### src/rtl/pwm_rs_pkg.sv
package pwm_rs_pkg;

    localparam int CMP_PER_CH = 4;
    localparam int OUT_PER_CH = 2;
    localparam int NUM_CH     = 2;

    // control register layout, bit 0 is run
    typedef struct packed {
        logic ch1_buf_b;
        logic ch1_buf_a;
        logic ch0_buf_b;
        logic ch0_buf_a;
        logic run;
    } ctrl_t;

    typedef enum logic [3:0] {
        ADR_CTRL   = 4'd0,
        ADR_PERIOD = 4'd1,
        ADR_FLAGS  = 4'd10,
        ADR_COUNT  = 4'd11
    } adr_e;

    localparam logic [3:0] ADR_CMP_FIRST = 4'd2;
    localparam logic [3:0] ADR_CMP_LAST  = 4'd9;

endpackage

### src/rtl/pwm_rs_counter.sv
module pwm_rs_counter #(
    parameter int CW = 16
) (
    input  logic          clk,
    input  logic          rst_n,
    input  logic          run,
    input  logic [CW-1:0] period,
    output logic [CW-1:0] cnt_o,
    output logic          wrap_o
);

    logic [CW-1:0] cnt_d, cnt_q;

    assign wrap_o = run && (cnt_q == period);
    assign cnt_o  = cnt_q;

    always_comb begin
        cnt_d = cnt_q;
        if (run) begin
            if (cnt_q == period) cnt_d = '0;
            else                 cnt_d = cnt_q + 1'b1;
        end
    end

    always_ff @(posedge clk or negedge rst_n) begin
        if (!rst_n) cnt_q <= '0;
        else        cnt_q <= cnt_d;
    end


    wrap_to_zero_chk: assert property (@(posedge clk) disable iff (!rst_n)
        wrap_o |=> (cnt_q == '0));


    idle_hold_chk: assert property (@(posedge clk) disable iff (!rst_n)
        !run |=> $stable(cnt_q));


    step_up_chk: assert property (@(posedge clk) disable iff (!rst_n)
        (run && !wrap_o) |=> (cnt_q == CW'($past(cnt_q) + 1'b1)));

endmodule

### src/rtl/pwm_rs_channel.sv
module pwm_rs_channel #(
    parameter int  CW       = 16,
    parameter bit  HAS_GATE = 1'b0
) (
    input  logic                                  clk,
    input  logic                                  rst_n,
    input  logic                                  run,
    input  logic [CW-1:0]                         cnt,
    input  logic                                  wrap,
    input  logic                                  buf_a,
    input  logic                                  buf_b,
    input  logic                                  c_pin_off,
    input  logic [pwm_rs_pkg::CMP_PER_CH-1:0]     wr_sel,
    input  logic [CW-1:0]                         wr_data,
    input  logic [pwm_rs_pkg::CMP_PER_CH-1:0]     flag_clr,
    output logic [pwm_rs_pkg::CMP_PER_CH-1:0][CW-1:0] regs_o,
    output logic [pwm_rs_pkg::CMP_PER_CH-1:0]     flags_o,
    output logic [pwm_rs_pkg::OUT_PER_CH-1:0]     pos_o,
    output logic [pwm_rs_pkg::OUT_PER_CH-1:0]     neg_o
);
    import pwm_rs_pkg::*;

    typedef struct packed {
        logic [CMP_PER_CH-1:0][CW-1:0] cmp;
        logic [CMP_PER_CH-1:0]         flags;
        logic [OUT_PER_CH-1:0]         pos;
        logic [OUT_PER_CH-1:0]         live;
    } ch_state_t;

    ch_state_t st_d, st_q;
    logic [CMP_PER_CH-1:0] hit;
    logic [CMP_PER_CH-1:0] hit_ok;

    for (genvar g = 0; g < CMP_PER_CH; g++) begin : g_hit
        assign hit[g] = run && (cnt == st_q.cmp[g]);
    end

    // registers serving as shadows raise no flag
    assign hit_ok = hit & ~{buf_b, buf_a, 2'b00};

    always_comb begin
        st_d = st_q;
        for (int k = 0; k < CMP_PER_CH; k++) begin
            if (wr_sel[k]) st_d.cmp[k] = wr_data;
        end
        if (wrap && buf_a) st_d.cmp[0] = st_q.cmp[2];
        if (wrap && buf_b) st_d.cmp[1] = st_q.cmp[3];
        st_d.flags = (st_q.flags & ~flag_clr) | hit_ok;
        for (int k = 0; k < OUT_PER_CH; k++) begin
            if (wrap) begin
                st_d.pos[k]  = 1'b1;
                st_d.live[k] = 1'b1;
            end else if (hit[k]) begin
                st_d.pos[k]  = 1'b0;
            end
        end
    end

    always_ff @(posedge clk or negedge rst_n) begin
        if (!rst_n) st_q <= '0;
        else        st_q <= st_d;
    end

    assign regs_o  = st_q.cmp;
    assign flags_o = st_q.flags;
    assign pos_o   = st_q.pos;

    for (genvar g = 0; g < OUT_PER_CH; g++) begin : g_neg
        if (HAS_GATE && g == 0) begin : g_gated
            assign neg_o[g] = st_q.live[g] & ~st_q.pos[g] & ~c_pin_off;
        end else begin : g_plain
            assign neg_o[g] = st_q.live[g] & ~st_q.pos[g];
        end
    end


    a_transfer_chk: assert property (@(posedge clk) disable iff (!rst_n)
        (wrap && buf_a) |=> (st_q.cmp[0] == $past(st_q.cmp[2])));


    b_transfer_chk: assert property (@(posedge clk) disable iff (!rst_n)
        (wrap && buf_b) |=> (st_q.cmp[1] == $past(st_q.cmp[3])));


    c_flag_quiet_chk: assert property (@(posedge clk) disable iff (!rst_n)
        (buf_a && !st_q.flags[2]) |=> !st_q.flags[2]);


    rise_on_wrap_chk: assert property (@(posedge clk) disable iff (!rst_n)
        wrap |=> (pos_o == '1));


    set_beats_clear_chk: assert property (@(posedge clk) disable iff (!rst_n)
        hit_ok[0] |=> flags_o[0]);

endmodule

### src/rtl/pwm_rs_timer.sv
module pwm_rs_timer #(
    parameter int CW = 16
) (
    input  logic          clk,
    input  logic          rst_n,
    input  logic          wr_en,
    input  logic [3:0]    wr_addr,
    input  logic [CW-1:0] wr_data,
    input  logic [3:0]    rd_addr,
    output logic [CW-1:0] rd_data,
    output logic [3:0]    pwm_p,
    output logic [3:0]    pwm_n
);
    import pwm_rs_pkg::*;

    localparam int NFLAG = NUM_CH * CMP_PER_CH;

    typedef struct packed {
        ctrl_t         ctrl;
        logic [CW-1:0] period;
    } top_state_t;

    top_state_t st_d, st_q;

    logic [CW-1:0]                             cnt;
    logic                                      wrap;
    logic [NUM_CH-1:0][CMP_PER_CH-1:0][CW-1:0] ch_regs;
    logic [NUM_CH-1:0][CMP_PER_CH-1:0]         ch_flags;
    logic [NUM_CH-1:0][CMP_PER_CH-1:0]         ch_wsel;
    logic [NUM_CH-1:0][CMP_PER_CH-1:0]         ch_fclr;
    logic [NUM_CH-1:0][OUT_PER_CH-1:0]         ch_pos;
    logic [NUM_CH-1:0][OUT_PER_CH-1:0]         ch_neg;
    logic [3:0]                                widx;
    logic [3:0]                                ridx;

    always_comb begin
        st_d = st_q;
        if (wr_en && wr_addr == ADR_CTRL)   st_d.ctrl   = ctrl_t'(wr_data[$bits(ctrl_t)-1:0]);
        if (wr_en && wr_addr == ADR_PERIOD) st_d.period = wr_data;
    end

    always_ff @(posedge clk or negedge rst_n) begin
        if (!rst_n) st_q <= '0;
        else        st_q <= st_d;
    end

    assign widx = wr_addr - ADR_CMP_FIRST;

    always_comb begin
        ch_wsel = '0;
        ch_fclr = '0;
        if (wr_en && wr_addr >= ADR_CMP_FIRST && wr_addr <= ADR_CMP_LAST)
            ch_wsel[widx[2]][widx[1:0]] = 1'b1;
        if (wr_en && wr_addr == ADR_FLAGS)
            ch_fclr = wr_data[NFLAG-1:0];
    end

    pwm_rs_counter #(.CW(CW)) cnt_i (
        .clk    (clk),
        .rst_n  (rst_n),
        .run    (st_q.ctrl.run),
        .period (st_q.period),
        .cnt_o  (cnt),
        .wrap_o (wrap)
    );

    for (genvar g = 0; g < NUM_CH; g++) begin : g_ch
        pwm_rs_channel #(.CW(CW), .HAS_GATE(g != 0)) ch_i (
            .clk       (clk),
            .rst_n     (rst_n),
            .run       (st_q.ctrl.run),
            .cnt       (cnt),
            .wrap      (wrap),
            .buf_a     (st_q.ctrl.ch0_buf_a),
            .buf_b     (st_q.ctrl.ch0_buf_b),
            .c_pin_off (st_q.ctrl.ch1_buf_a),
            .wr_sel    (ch_wsel[g]),
            .wr_data   (wr_data),
            .flag_clr  (ch_fclr[g]),
            .regs_o    (ch_regs[g]),
            .flags_o   (ch_flags[g]),
            .pos_o     (ch_pos[g]),
            .neg_o     (ch_neg[g])
        );
    end

    assign pwm_p = ch_pos;
    assign pwm_n = ch_neg;

    assign ridx = rd_addr - ADR_CMP_FIRST;

    always_comb begin
        rd_data = '0;
        if (rd_addr == ADR_CTRL)        rd_data = CW'(st_q.ctrl);
        else if (rd_addr == ADR_PERIOD) rd_data = st_q.period;
        else if (rd_addr == ADR_FLAGS)  rd_data = CW'(ch_flags);
        else if (rd_addr == ADR_COUNT)  rd_data = cnt;
        else if (rd_addr >= ADR_CMP_FIRST && rd_addr <= ADR_CMP_LAST)
            rd_data = ch_regs[ridx[2]][ridx[1:0]];
    end


    c_pin_hold_chk: assert property (@(posedge clk) disable iff (!rst_n)
        st_q.ctrl.ch1_buf_a |=> (st_q.ctrl.ch1_buf_a ? !pwm_n[2] : 1'b1));


    ch1_bits_inert_chk: assert property (@(posedge clk) disable iff (!rst_n)
        (!st_q.ctrl.ch0_buf_a && !(wr_en && wr_addr == 4'd6)) |=> $stable(ch_regs[1][0]));

endmodule

### config.mk
export PLATFORM = sky130hd
export DESIGN_NAME = pwm_rs_timer
export DESIGN_NICKNAME = d
export VERILOG_FILES = /design/src/rtl/pwm_rs_pkg.sv /design/src/rtl/pwm_rs_counter.sv /design/src/rtl/pwm_rs_channel.sv /design/src/rtl/pwm_rs_timer.sv
export SDC_FILE = /design/constraint.sdc
export NUM_CORES = 1
export LEC_CHECK = 0
export BUFFER_PORTS_ARGS = -buffer_cell sky130_fd_sc_hd__buf_4
export CAP_MARGIN = 20
export CORE_UTILIZATION = 45
export CTS_CLUSTER_DIAMETER = 30
export DETAILED_ROUTE_END_ITERATION = 10
export PLACE_DENSITY = 0.64
export REMOVE_ABC_BUFFERS = 1
export SLEW_MARGIN = 10
export SYNTH_ARGS = -nofsm -noshare
export SYNTH_HDL_FRONTEND = slang
export SYNTH_SLANG_ARGS = --single-unit
export TNS_END_PERCENT = 10
### constraint.sdc
create_clock -name clk -period 3.2 [get_ports clk]
set_input_delay 0.32 -clock clk [delete_from_list [all_inputs] [get_ports clk]]
set_output_delay 0.32 -clock clk [all_outputs]
set_load 0.02 [all_outputs]
==> results of run 1 <==
## state kept, by name, indices dropped and copies added, names as in the netlist
name and cells:
g_ch.ch_i.pos_o 4, st_q 21, g_ch.ch_i.flags_o 8, cnt_i.cnt_o 16, g_ch.ch_i.st_q 1, g_ch.ch_i.regs_o 128
## worst register-to-register path, cell delays in order (launching register included)
cell and delay (ns):
sky130_fd_sc_hd__dfrtp_1 0.42, sky130_fd_sc_hd__xnor2_1 0.34, sky130_fd_sc_hd__nand4_1 0.21, sky130_fd_sc_hd__nor4_4 0.33, sky130_fd_sc_hd__nand3_4 0.33, sky130_fd_sc_hd__buf_12 0.34
sky130_fd_sc_hd__mux2_4 0.35
## synthesized netlist by cell type (all sizes together), types with 4 or more instances
| library cell | n | area [sq um] |
|---|---|---|
| buf | 44 | 244 |
| nor3 | 10 | 50.1 |
| dfrtp | 178 | 4450 |
| o22ai | 8 | 50.1 |
| a221oi | 6 | 52.6 |
| a2bb2oi | 4 | 35.0 |
| nor2 | 41 | 154 |
| o21a | 5 | 37.5 |
| nand2 | 54 | 203 |
| nand3 | 20 | 125 |
| clkbuf | 44 | 165 |
| mux2 | 217 | 2670 |
| mux2i | 17 | 170 |
| mux4 | 11 | 248 |
| a32oi | 7 | 61.3 |
| a21oi | 20 | 100 |
| nor2b | 10 | 62.6 |
| nand4 | 30 | 188 |
| xnor2 | 123 | 1080 |
| inv | 9 | 33.8 |
| xor2 | 32 | 280 |
| nand2b | 13 | 81.3 |
| a2111oi | 4 | 35.0 |
| a21boi | 4 | 30.0 |
| a22oi | 10 | 75.1 |
| a21o | 4 | 30.0 |
| o21ai | 41 | 205 |
| nor4 | 13 | 96.3 |
## through the flow
stage | total power, uW | instances | hold slack [ns] | cell area [sq um] | setup WS [ns]
floorplan | 5120 | 926 | 0.0244 | 10900 | 0.622
global placement | 6180 | 1346 | 0.341 | 12100 | 0.695
detailed placement | 6230 | 1346 | 0.345 | 12100 | 0.639
CTS | 8490 | 1378 | 0.172 | 12700 | 0.633
global route | 8860 | 1378 | 0.177 | 12700 | 0.514
finish | 8520 | 1378 | 0.180 | 12700 | 0.613
## worst max-delay path by stage
stage / from / end / slack, ns
after floorplan: cnt_i.cnt_o[2]$_DFFE_PN0P_ / g_ch[0].ch_i.regs_o[10]$_DFFE_PN0P_ / 0.62
after global placement: rd_addr[2] / rd_data[9] / 0.69
after detailed placement: rd_addr[2] / rd_data[15] / 0.64
after CTS: rd_addr[2] / rd_data[15] / 0.63
after global routing: rd_addr[0] / rd_data[10] / 0.51
final: rd_addr[2] / rd_data[15] / 0.61
## routing by layer
| layer | share of wire | up-vias | wire length [um] | global-route usage |
|---|---|---|---|---|
| met5 | 0 | - | 0 | 0 |
| met4 | 0.024 | 0 | 864 | 0.0792 |
| met3 | 0.071 | 59 | 2560 | 0.0429 |
| met2 | 0.46 | 411 | 16500 | 0.454 |
| met1 | 0.45 | 4285 | 16000 | 0.408 |
| li1 | - | 3662 | - | - |
## layout make-up
class,count,area [sq um]
repair buffers,97,762
clock buffers,22,454
multi-input cells,739,6410
inverters,9,33.8
clock inverters,9,155
flip-flops and latches,178,4450
well taps,324,405
fillers,2178,11800
## layout by cell type (no fill, tap or decap), types with 3 or more instances in the layout
| cell | count |
|---|---|
| sky130_fd_sc_hd__a21boi_0 | 4 |
| sky130_fd_sc_hd__a21oi_1 | 20 |
| sky130_fd_sc_hd__a31oi_1 | 3 |
| sky130_fd_sc_hd__nand4_1 | 30 |
| sky130_fd_sc_hd__xor2_1 | 32 |
| sky130_fd_sc_hd__inv_1 | 9 |
| sky130_fd_sc_hd__nand3b_1 | 3 |
| sky130_fd_sc_hd__clkbuf_1 | 4 |
| sky130_fd_sc_hd__nor2b_1 | 10 |
| sky130_fd_sc_hd__a21o_1 | 4 |
| sky130_fd_sc_hd__a221oi_1 | 6 |
| sky130_fd_sc_hd__buf_4 | 93 |
| sky130_fd_sc_hd__nand2b_1 | 13 |
| sky130_fd_sc_hd__nand2_1 | 54 |
| sky130_fd_sc_hd__o21ai_0 | 41 |
| sky130_fd_sc_hd__nor2_1 | 37 |
| sky130_fd_sc_hd__a2111oi_0 | 4 |
| sky130_fd_sc_hd__dfrtp_1 | 178 |
| sky130_fd_sc_hd__nor2_2 | 4 |
| sky130_fd_sc_hd__a32oi_1 | 7 |
| sky130_fd_sc_hd__a22oi_1 | 10 |
| sky130_fd_sc_hd__and3_1 | 3 |
| sky130_fd_sc_hd__mux2i_1 | 17 |
| sky130_fd_sc_hd__o21a_1 | 5 |
| sky130_fd_sc_hd__mux2_4 | 60 |
| sky130_fd_sc_hd__a2bb2oi_1 | 4 |
| sky130_fd_sc_hd__xnor2_1 | 123 |
| sky130_fd_sc_hd__bufinv_16 | 4 |
| sky130_fd_sc_hd__o22ai_1 | 8 |
| sky130_fd_sc_hd__nand3_1 | 18 |
| sky130_fd_sc_hd__a221o_1 | 3 |
| sky130_fd_sc_hd__nor3_1 | 10 |
| sky130_fd_sc_hd__and4_1 | 3 |
| sky130_fd_sc_hd__nor4_1 | 12 |
| sky130_fd_sc_hd__clkbuf_16 | 17 |
| sky130_fd_sc_hd__mux2_2 | 157 |
| sky130_fd_sc_hd__mux4_2 | 11 |
## cell families after synthesis
group | after synthesis | share of synthesized area
simple gates | 208 | 0.0960
xor+xnor | 155 | 0.120
fa+ha+maj | 1 | 0.00111
mux | 245 | 0.273
flops | 178 | 0.394
buf+inv | 97 | 0.0392
compound gates | 130 | 0.0758
## report_power, final
part | leakage (uW) | internal (uW) | switching [uW]
clock | 0.000295 | 1330 | 935
sequential | 0.00220 | 2780 | 697
combinational | 0.00293 | 1450 | 1330
total | 0.00543 | 5560 | 2960
==> results.rst, run 1 <==
.. list-table::
   :header-rows: 1

   * - Metric
     - Value
   * - Async set-or-reset flop fraction in the synthesized netlist
     - 1.00
   * - Worst Path Required
     - 2.88 ns
   * - Via-to-Cell Ratio
     - 6.11
   * - Clock latency on the worst-skew pair
     - 0.44 ns
   * - Nets
     - 1070
   * - Total negative slack
     - 0 ns
   * - Die Y-Extent
     - 160 um
   * - Pin count of the biggest net entering global routing
     - 74
   * - Source of the worst hold timing path
     - wr_data[15]
   * - Total overflow reported by the global router
     - 0
   * - IO buf count
     - 50
   * - GRT Resource Usage Total
     - 0.287
   * - Final core utilization
     - 0.518
   * - Number of global-route vias before repair
     - 8398
   * - Via count
     - 8417
   * - Headroom to the max-slew limit
     - 0.372
   * - Number of maximum-capacitance violations
     - 0
   * - Total number of cells along the worst setup path
     - 6
   * - Critical setup path kind
     - primary input to output pin
   * - H-tree level count
     - 4
   * - Flip-flop and latch count after synthesis
     - 178
   * - Status
     - finished, final reports clean
   * - Row cnt
     - 57
   * - Startpoint of the worst-slack reg-to-reg timing path
     - st_q[1]$_DFFE_PN0P_
   * - Hold violation count in the final report
     - 0
   * - R2r setup slk
     - 0.75 ns
   * - Buf/Inv on CP
     - 3
   * - Type of the most critical hold path
     - primary input to flop
   * - Worst Hold Path EP
     - g_ch[0].ch_i.regs_o[63]$_DFFE_PN0P_
   * - Post-DP HPWL
     - 25400 um
   * - Slew @ Worst Pin
     - 0.939 ns
   * - First-pass GRT wire length
     - 54800 um
   * - Width of the die
     - 160 um
   * - CTS-repair resized insts
     - 0
   * - Share of cells above drive strength 1
     - 0.343
   * - Area growth from synthesis to layout
     - 12.2%
   * - Clock tree from TritonCTS
     - built
   * - Setup skew after layout
     - 0.0185 ns
   * - Final setup fails
     - 0
   * - Routed len/inst
     - 26.1 um
   * - Final worst path period need
     - 2.59 ns
   * - Post-route antenna net violation count
     - 0
   * - CTS sink count
     - 178
   * - Initial antenna violation count
     - 0
   * - Fraction of the cycle the final worst path needs
     - 0.808
   * - Power per cell area
     - 672 nW/um^2
   * - Distinct cell type count after synthesis
     - 57
   * - Cells along the critical path
     - buf_4, buf_4, or3_1, nor2_1, a21oi_1, buf_4
   * - Ant diodes
     - 0
   * - Die footprint
     - 25700 sq um
   * - Detailed-route DRC error count
     - 0
   * - Family with the most delay on the worst path
     - simple AND/OR/NAND/NOR gates
   * - Maximum fanout encountered on the critical timing path
     - 37
   * - Largest stage delay on the critical path
     - 0.64 ns
   * - Proportion of synthesized chip area in sequential cells
     - 0.394
   * - Data arrival time of the worst path
     - 2.27 ns
   * - Total wirelength of the detailed-routed design
     - 36000 um
   * - Library cell used as clock root buffer
     - sky130_fd_sc_hd__clkbuf_16
   * - CTS Buf Count
     - 17
   * - FMAX
     - 387 MHz
   * - Kind of end point of the critical path
     - output pin
   * - Worst supply voltage drop on vdd
     - 341 uV
   * - Sort of element at the start of the critical path
     - primary input
   * - Initial standard-cell utilization of the core
     - 0.462
   * - Leak
     - 0.00543 uW
   * - Endpoint of the worst-slack reg-to-reg timing path
     - g_ch[1].ch_i.regs_o[27]$_DFFE_PN0P_
   * - Synth warnings
     - 0
   * - Initial DRC count
     - 863
   * - Number of buffers between clock root and the deepest sink
     - 2
   * - Gate count of the mapped netlist
     - 1014
   * - Setup repair after global routing missed its margin
     - false
   * - Setup fix buffers added after clock tree synthesis
     - 0
   * - Total standard cell area after synthesis
     - 11300 sq um
   * - Placeable core region
     - 24500 sq um
   * - Slowest stage cell, crit path
     - sky130_fd_sc_hd__nor2_1
   * - Average footprint of a synthesized cell
     - 11.1 sq um
   * - Post-synth EDFFs
     - 0
   * - Placer Congestion
     - 0.969
   * - Slew Viols, Final
     - 0
   * - Clock input transition at the sequential cells of the worst setup and hold paths
     - 0.07 ns
   * - Library cell appearing most often on the critical path
     - sky130_fd_sc_hd__buf_4
   * - Synth Flop Type
     - sky130_fd_sc_hd__dfrtp_1
   * - Worst-case reg-to-reg path depth
     - 6
   * - Min-Delay Path Depth
     - 2
   * - Post-cts hold buffer count
     - 1
   * - Detailed-routing iteration count for the pre-antenna-repair pass
     - 5
   * - Io pins
     - 51
(Power assumes the default switching activity.)
==> run 2: changes to the inputs <==
- PLACE_DENSITY: 0.64 -> 0.67
- clock period: 3.2 -> 2.1 ns (I/O delays scaled with it)
==> run 2 against run 1 <==
Against the previous run: the flow now finishes with violations (setup timing); combinational power is 69% higher; worst setup slack got worse by 0.65 ns; sequential share of layout area decreased by 1.9 points; sequential cell count did not move; critical path depth decreased by 1; design area rose by 5.9%; register-to-register slack worse by 0.75 ns; die area is the same; critical path type is now flop to output pin; critical endpoint is now rd_data[3]; largest power group unchanged; highest routed layer unchanged.
==> results.rst, run 2 (synthesis gave the netlist of run 1 again) <==
.. list-table::
   :header-rows: 1

   * - Metric
     - Value
   * - Status
     - finished with violations
   * - Violations in the final reports
     - setup timing
   * - Placer Congestion
     - 1.04
   * - Buf/Inv on CP
     - 1
   * - Worst-case reg-to-reg path depth
     - 7
   * - Endpoint of the worst-slack reg-to-reg timing path
     - g_ch[0].ch_i.regs_o[8]$_DFFE_PN0P_
   * - Largest stage delay on the critical path
     - 0.47 ns
   * - Final worst path period need
     - 2.14 ns
   * - Io pins
     - 51
   * - R2r setup slk
     - 0 ns
   * - Fraction of the cycle the final worst path needs
     - 1.02
   * - CTS Buf Count
     - 17
   * - Family with the most delay on the worst path
     - multiplexers
   * - Total negative slack
     - -0.0876 ns
   * - H-tree level count
     - 4
   * - IO buf count
     - 50
   * - Leak
     - 0.00582 uW
   * - Detailed-route DRC error count
     - 0
   * - Die footprint
     - 25700 sq um
   * - Slew Viols, Final
     - 0
   * - Final setup fails
     - 5
   * - Initial antenna violation count
     - 0
   * - Total overflow reported by the global router
     - 0
   * - Headroom to the max-slew limit
     - 0.631
   * - Pin count of the biggest net entering global routing
     - 63
   * - Power per cell area
     - 994 nW/um^2
   * - Worst supply voltage drop on vdd
     - 643 uV
   * - Share of cells above drive strength 1
     - 0.410
   * - Cells along the critical path
     - mux4_2, nand2b_4, a32oi_2, o22ai_2, buf_6
   * - Type of the most critical hold path
     - primary input to flop
   * - Ant diodes
     - 0
   * - Placeable core region
     - 24500 sq um
   * - Instance area after placement
     - 12500 sq um
   * - Number of global-route vias before repair
     - 8665
   * - First-pass GRT wire length
     - 54700 um
   * - Leading cell types in the layout, fill and taps excluded
     - 173 x sky130_fd_sc_hd__dfrtp_1, 157 x sky130_fd_sc_hd__mux2_2, 136 x sky130_fd_sc_hd__buf_4
   * - Via count
     - 8548
   * - Worst Path Required
     - 1.89 ns
   * - Post-DP HPWL
     - 26300 um
   * - Flip-flop count of the largest register, all copies and words added
     - 128
   * - Via-to-Cell Ratio
     - 5.95
   * - Post-route setup slack
     - -0.0408 ns
   * - Library cell used as clock root buffer
     - sky130_fd_sc_hd__clkbuf_16
   * - Critical setup path kind
     - flop to output pin
   * - Setup repair after global routing missed its margin
     - true
   * - Clock input transition at the sequential cells of the worst setup and hold paths
     - 0.07 ns
   * - Row cnt
     - 57
   * - Die Y-Extent
     - 160 um
   * - Worst Hold Path EP
     - g_ch[0].ch_i.regs_o[40]$_DFFE_PN0P_
   * - Number of maximum-capacitance violations
     - 0
   * - Initial standard-cell utilization of the core
     - 0.462
   * - Sort of element at the start of the critical path
     - flop
   * - Initial DRC count
     - 876
   * - CTS sink count
     - 178
   * - Maximum fanout encountered on the critical timing path
     - 2
   * - Setup skew after layout
     - 0.0141 ns
   * - Slew @ Worst Pin
     - 0.553 ns
   * - FMAX
     - 467 MHz
   * - Clock latency on the worst-skew pair
     - 0.45 ns
   * - Hold violation count in the final report
     - 0
   * - Kind of end point of the critical path
     - output pin
   * - Clock tree from TritonCTS
     - built
   * - Total wirelength of the detailed-routed design
     - 36300 um
   * - Number of buffers between clock root and the deepest sink
     - 2
   * - Post-route antenna net violation count
     - 0
   * - Most common library cell in the layout ignoring fill and taps
     - sky130_fd_sc_hd__dfrtp_1
   * - Total power after layout
     - 13300 uW
   * - Source of the worst hold timing path
     - wr_data[8]
   * - Startpoint of the worst-slack reg-to-reg timing path
     - st_q[10]$_DFFE_PN0P_
   * - Min-Delay Path Depth
     - 2
   * - Routed len/inst
     - 25.2 um
   * - GRT Resource Usage Total
     - 0.289
   * - Nets
     - 1128
   * - Width of the die
     - 160 um
   * - Final non-filler cell area
     - 13400 sq um
   * - Final core utilization
     - 0.549
   * - Detailed-routing iteration count for the pre-antenna-repair pass
     - 5
   * - Data arrival time of the worst path
     - 1.93 ns
   * - Slowest stage cell, crit path
     - sky130_fd_sc_hd__mux4_2
   * - Area growth from synthesis to layout
     - 18.8%
==> run 2: final cells by class <==
cell class / count / area (sq um)
Timing Repair Buffer: 155 / 1350
Clock buffer: 18 / 439
Fill cell: 2084 / 11000
Clock inverter: 14 / 174
Multi-Input combinational cell: 739 / 6550
Tap cell: 324 / 405
Inverter: 9 / 33.8
Sequential cell: 178 / 4460
==> run 2: per-stage QoR <==
stage	setup WS, ns	hold WS, ns	std cells
global placement	-0.0337	0.230	1384
CTS	-0.0658	0.0592	1429
floorplan	-0.478	-0.0856	926
global route	-0.0994	0.0658	1437
detailed placement	-0.0559	0.228	1384
finish	-0.0408	0.0714	1437
==> run 2: repair_timing <==
action / in CTS / in global routing
pin swaps: 5 / 12
resized for setup: 15 / 28
hold endpoints to repair: 58 / 0
cloned: 0 / 0
setup buffers: 12 / 8
setup endpoints to repair: 72 / 84
hold buffers: 1 / 0
==> run 2: power by group <==
group / switching [uW] / internal [uW]
registers: 981 / 4240
logic: 2210 / 2480
clock network: 1490 / 1920
total: 4680 / 8650
==> run 2: worst max-delay path by stage <==
stage	startpoint	to	slack, ns	cells after the start
final	g_ch[1].ch_i.regs_o[19]$_DFFE_PN0P_	rd_data[3]	-0.04	5
after global routing	g_ch[1].ch_i.regs_o[16]$_DFFE_PN0P_	rd_data[0]	-0.1	5
after CTS	g_ch[0].ch_i.regs_o[19]$_DFFE_PN0P_	rd_data[3]	-0.07	5
after detailed placement	st_q[8]$_DFFE_PN0P_	g_ch[0].ch_i.regs_o[12]$_DFFE_PN0P_	-0.06	7
after global placement	st_q[2]$_DFFE_PN0P_	g_ch[1].ch_i.regs_o[11]$_DFFE_PN0P_	-0.03	7
after floorplan	cnt_i.cnt_o[2]$_DFFE_PN0P_	g_ch[0].ch_i.regs_o[10]$_DFFE_PN0P_	-0.48	5
==> run 2: metal layers <==
metal	global-route usage	routed length, um	up-vias	share of wire
met4	0.143	1710	0	0.047
met2	0.440	16500	381	0.46
met1	0.389	15300	4266	0.42
met5	0	0	-	0
li1	-	-	3793	-
met3	0.0612	2700	108	0.074
